==> config.mk <==
export PLATFORM = sky130hd
export DESIGN_NAME = txq_trig_fifo
export DESIGN_NICKNAME = d
export VERILOG_FILES = /design/src/rtl/txq_pkg.sv /design/src/rtl/txq_store.sv /design/src/rtl/txq_level.sv /design/src/rtl/txq_trig_fifo.sv
export SDC_FILE = /design/constraint.sdc
export NUM_CORES = 1
export LEC_CHECK = 0
export ABC_AREA = 1
export BUFFER_PORTS_ARGS = -buffer_cell sky130_fd_sc_hd__buf_2
export CORE_ASPECT_RATIO = 0.6
export CORE_MARGIN = 2
export CORE_UTILIZATION = 50
export CTS_CLUSTER_SIZE = 24
export DETAILED_ROUTE_END_ITERATION = 7
export MAX_ROUTING_LAYER = met4
export PLACE_DENSITY_LB_ADDON = 0.2
export SYNTH_ARGS = -nofsm -noshare
export SYNTH_HDL_FRONTEND = slang
export SYNTH_SLANG_ARGS = --single-unit
==> constraint.sdc <==
create_clock -name clk -period 3.6 [get_ports clk]
set_input_delay 0.54 -clock clk [delete_from_list [all_inputs] [get_ports clk]]
set_output_delay 0.54 -clock clk [all_outputs]
set_load 0.02 [all_outputs]
==> src/rtl/txq_pkg.sv <==
package txq_pkg;
  typedef struct packed {
    logic push;
    logic pop;
    logic flush;
  } txq_op_t;
endpackage

==> src/rtl/txq_store.sv <==
module txq_store #(
  parameter int unsigned W     = 8,
  parameter int unsigned DEPTH = 16,
  localparam int unsigned AW   = (DEPTH > 1) ? $clog2(DEPTH) : 1
) (
  input  logic          clk,
  input  logic          rst_n,
  input  txq_pkg::txq_op_t op,
  input  logic [W-1:0]  wr_data,
  output logic [W-1:0]  head_data
);
  logic [W-1:0]  mem [DEPTH];
  logic [AW-1:0] wr_ptr, rd_ptr;

  function automatic logic [AW-1:0] bump(input logic [AW-1:0] p);
    return (p == AW'(DEPTH - 1)) ? '0 : p + 1'b1;
  endfunction

  always_ff @(posedge clk) begin
    if (!rst_n || op.flush) begin
      wr_ptr <= '0;
      rd_ptr <= '0;
    end else begin
      if (op.push) wr_ptr <= bump(wr_ptr);
      if (op.pop)  rd_ptr <= bump(rd_ptr);
    end
  end

  always_ff @(posedge clk) begin
    if (op.push && !op.flush) mem[wr_ptr] <= wr_data;
  end

  assign head_data = mem[rd_ptr];
endmodule

==> src/rtl/txq_level.sv <==
module txq_level #(
  parameter int unsigned DEPTH = 16,
  parameter int unsigned LW    = 5,
  localparam int unsigned CW   = $clog2(DEPTH + 1)
) (
  input  logic             clk,
  input  logic             rst_n,
  input  txq_pkg::txq_op_t op,
  input  logic [LW-1:0]    level,
  output logic [CW-1:0]    count,
  output logic             full,
  output logic             empty,
  output logic             trig
);
  logic [CW-1:0] cnt_nxt;

  always_comb begin
    if (op.flush) cnt_nxt = '0;
    else          cnt_nxt = count + CW'(op.push) - CW'(op.pop);
  end

  always_ff @(posedge clk) begin
    if (!rst_n) begin
      count <= '0;
      full  <= 1'b0;
      empty <= 1'b1;
      trig  <= 1'b0;
    end else begin
      count <= cnt_nxt;
      full  <= (cnt_nxt == CW'(DEPTH));
      empty <= (cnt_nxt == '0);
      trig  <= (int'(cnt_nxt) < int'(level));
    end
  end
endmodule

==> src/rtl/txq_trig_fifo.sv <==
module txq_trig_fifo #(
  parameter int unsigned W     = 8,
  parameter int unsigned DEPTH = 16,
  parameter int unsigned LW    = 5,
  localparam int unsigned CW   = $clog2(DEPTH + 1)
) (
  input  logic          clk,
  input  logic          rst_n,
  input  logic [LW-1:0] cfg_level,
  input  logic          flush,
  input  logic          hold,
  input  logic          wr_valid,
  input  logic [W-1:0]  wr_data,
  output logic          wr_ready,
  output logic          rd_valid,
  output logic [W-1:0]  rd_data,
  input  logic          rd_ready,
  output logic [CW-1:0] count,
  output logic          q_full,
  output logic          q_empty,
  output logic          trig,
  output logic          ovf_pulse,
  output logic          udf_pulse
);
  txq_pkg::txq_op_t op;
  logic [W-1:0]     head;

  assign wr_ready = !q_full;
  assign rd_valid = !q_empty;

  always_comb begin
    op.flush = flush;
    op.push  = wr_valid && wr_ready && !flush;
    op.pop   = rd_ready && rd_valid && !hold && !flush;
  end

  txq_store #(.W(W), .DEPTH(DEPTH)) u_store (
    .clk(clk), .rst_n(rst_n), .op(op), .wr_data(wr_data), .head_data(head)
  );

  txq_level #(.DEPTH(DEPTH), .LW(LW)) u_level (
    .clk(clk), .rst_n(rst_n), .op(op), .level(cfg_level),
    .count(count), .full(q_full), .empty(q_empty), .trig(trig)
  );

  assign rd_data = rd_valid ? head : '0;

  always_ff @(posedge clk) begin
    if (!rst_n) begin
      ovf_pulse <= 1'b0;
      udf_pulse <= 1'b0;
    end else begin
      ovf_pulse <= !flush && wr_valid && q_full;
      udf_pulse <= !flush && rd_ready && q_empty;
    end
  end
endmodule

==> qor.csv <==
metric;value;unit
setup TNS;0;ps
first-pass GRT wire length;23.6;mm
placed cells;859;
Ys Warns;0;
Synth Cell Area;6690;µm²
post-DP HPWL;9.31;mm
final WL;15.0;mm
largest net degree at the start of global routing;65;
maxcap violations;0;
Port Buf Inserts;38;
Worst Skew;6.38;ps
Net Count, Synth;705;
filler instances;1092;
total track usage;22.8;%
worst vdd ir;332;µV
# diodes;0;
Clock Sinks;150;
Worst Path Arrival;3500;ps
share of layout cells above drive strength 1;11.0;%
final hold violation count;0;
area leader, netlist;edfxtp_1;
CTS buffer count;17;
status;complete, no violations;
Clock Power Share;45.6;%
leakage power;3.18;nW
Layout Cells excl Fill;891;
Skew-Pair Late Insertion Delay;430;ps
Comb pwr share;4.6;%
via count;4618;
f_max;316;MHz
largest cells by area after synthesis;edfxtp_1 57%, nand2_1 12%, nand3_1 6.9%, dfxtp_1 6.6%, inv_1 5.4%;
RSZ-0062 raised after global routing;false;
Switch Pwr;0.869;mW
type of the worst min-delay path;primary input to flip-flop;
final setup vio count;0;
CTS tree;yes;
# resized after CTS;0;
DR pass1 iterations;5;
starting density of the core;51.7;%
final core utilization;57.8;%
Routed Antenna Nets;0;
die area;14300;µm²
GP Congestion;0.895;
P_int;2.97;mW
fin crit period;3160;ps
Worst-Margin Slew;1050;ps
Tcrit/Tclk final;87.8;%
Die Y;93.6;µm
Seq pwr share;49.8;%
CP Class;flip-flop to flip-flop;
Via density;5.18;
Gate Count Post-Synth;672;
Setup crit start kind;flip-flop;
Die Width;153;µm
Synth top area share;57.5;%
Row Count;32;
Final #Nets;741;
PD cells;514;nW/µm²
routed len/inst;16.8;µm
Core Area;12900;µm²
clock transition at the registers of the reported paths;60;ps
Clock Root Buffer;clkbuf_16;
DRC Markers;0;
Net Sw Frac;22.6;%
synthesis-to-finish area growth;11.8;%
Starting DRT DRC Count;405;
WP data required;3940;ps
Unique masters post-synth;25;
Final Max Tran Viols;0;
syn avg cell area;9.95;µm²
vias in the first global route;4424;
gr ovfl total;0;
clk buf depth;2;
initial antenna violation count;0;
Post-CTS Setup Inserts;0;
number of top-level pins;39;
critical path capture point type;flip-flop;
# hold bufs at CTS;0;
Yosys reg bits;150;
peak fanout along the critical path;12;
H-tree Lvls;4;
Seq/Total Area, Yosys;64.1;%
Rel. slew slack;29.8;%
cell usage in the layout (no fill, tap or decap):
cell	n
xor2_1	3
dfxtp_2	1
inv_2	4
clkinv_2	1
buf_2	38
dfxtp_1	21
inv_1	96
o21ai_0	7
xnor2_1	1
inv_6	3
nor3_1	1
clkinvlp_4	5
edfxtp_1	128
buf_4	4
nand3_1	92
nand4_1	1
o21ai_2	1
ha_1	13
clkinv_4	2
or2_2	1
clkbuf_16	17
nor2_1	39
clkinv_1	2
a211oi_1	2
nand2_1	219
fa_1	1
a21oi_1	16
bufinv_16	2
cell families after synthesis:
| kind of cell | count (synthesis) | synth area share (%) |
|---|---|---|
| AOI/OAI and AO/OA | 26 | 2.08 |
| xor gates and xnor gates | 4 | 0.524 |
| adders and majority gates | 14 | 2.73 |
| DFF | 150 | 64.1 |
| and+or+nand+nor | 353 | 21.6 |
| buffers and inverters | 125 | 8.95 |
registers in the layout, summed over array words and instances, names as in the netlist, named ones only:
| register | count |
|---|---|
| ovf_pulse | 1 |
| u_level.count | 5 |
| u_level.empty | 1 |
| u_level.full | 1 |
| u_level.trig | 1 |
| u_store.mem | 128 |
| u_store.rd_ptr | 4 |
| u_store.wr_ptr | 4 |
| udf_pulse | 1 |
worst max-delay path: stages (launching register included):
cell and delay (ps):
dfxtp_1 500, nor2_1 160, nand3_1 220, nor2_1 250, inv_1 90, nand2_1 80, ha_1 170, inv_1 60
fa_1 350, inv_1 90, nand3_1 90, nand2_1 80, nand2_1 50, nand3_1 130, inv_1 80, ha_1 290
a21oi_1 140, o21ai_0 90, a211oi_1 160
synth_stat cells:
master	count
buf_4	4
clkbuf_8	3
nor2_1	39
buf_6	2
dfxtp_1	22
ha_1	13
nand2_1	219
clkbuf_1	1
nor3_1	1
xnor2_1	1
fa_1	1
inv_2	4
o21ai_2	1
buf_2	11
buf_12	2
o21ai_0	7
xor2_1	3
nand4_1	1
edfxtp_1	128
inv_1	96
a211oi_1	2
a21oi_1	16
or2_2	1
nand3_1	92
buf_8	2
stage by stage:
stage	worst slack (ps)	area, µm²	hold WS [ps]	power [mW]
2_1_floorplan	834	6690	457	2.05
3_3_place_gp	461	6900	454	2.12
3_5_place_dp	356	6900	466	2.12
4_1_cts	473	7480	319	3.86
5_1_grt	68.4	7480	335	3.94
6_report	440	7480	329	3.84
per-layer routing:
metal  part of all wire (%)  vias to the layer above  wire length (µm)  track usage, %
li1                       -                     2248                 -               -
met1                     48                     2202              7260            31.4
met2                     44                      146              6540            33.2
met3                    6.5                       22               979            6.07
met4                    1.5                        0               220            7.25
met5                      0                        -                 0               -
layout make-up:
class	instances	area, µm²	area share (%)
clock inverters	15	154	2.06
clock buffers	17	425	5.69
inverters	100	375	5.02
well taps	170	213	2.85
repair buffers	42	220	2.95
flip-flops and latches	150	4290	57.3
multi-input cells	397	1800	24.1
final timing paths:
path | start | end | cells past startpoint | slack [ps]
worst min-delay path | rst_n | u_level.empty$_SDFF_PN1_ | 2 | 330
worst max-delay path | u_level.empty$_SDFF_PN1_ | u_level.trig$_SDFF_PN0_ | 18 | 440
worst min register to register | u_level.full$_SDFF_PN0_ | ovf_pulse$_SDFF_PN0_ | 2 | 470
worst max register to register | u_level.empty$_SDFF_PN1_ | u_level.trig$_SDFF_PN0_ | 18 | 440
power by group through the flow:
stage | logic (mW) | clock network (mW) | registers (mW)
floorplan | 0.0986 | 0 | 1.95
global placement | 0.169 | 0 | 1.95
detailed placement | 0.174 | 0 | 1.95
CTS | 0.174 | 1.77 | 1.91
global route | 0.196 | 1.83 | 1.91
finish | 0.175 | 1.75 | 1.91
No activity file was read; power rests on OpenSTA's default activity.
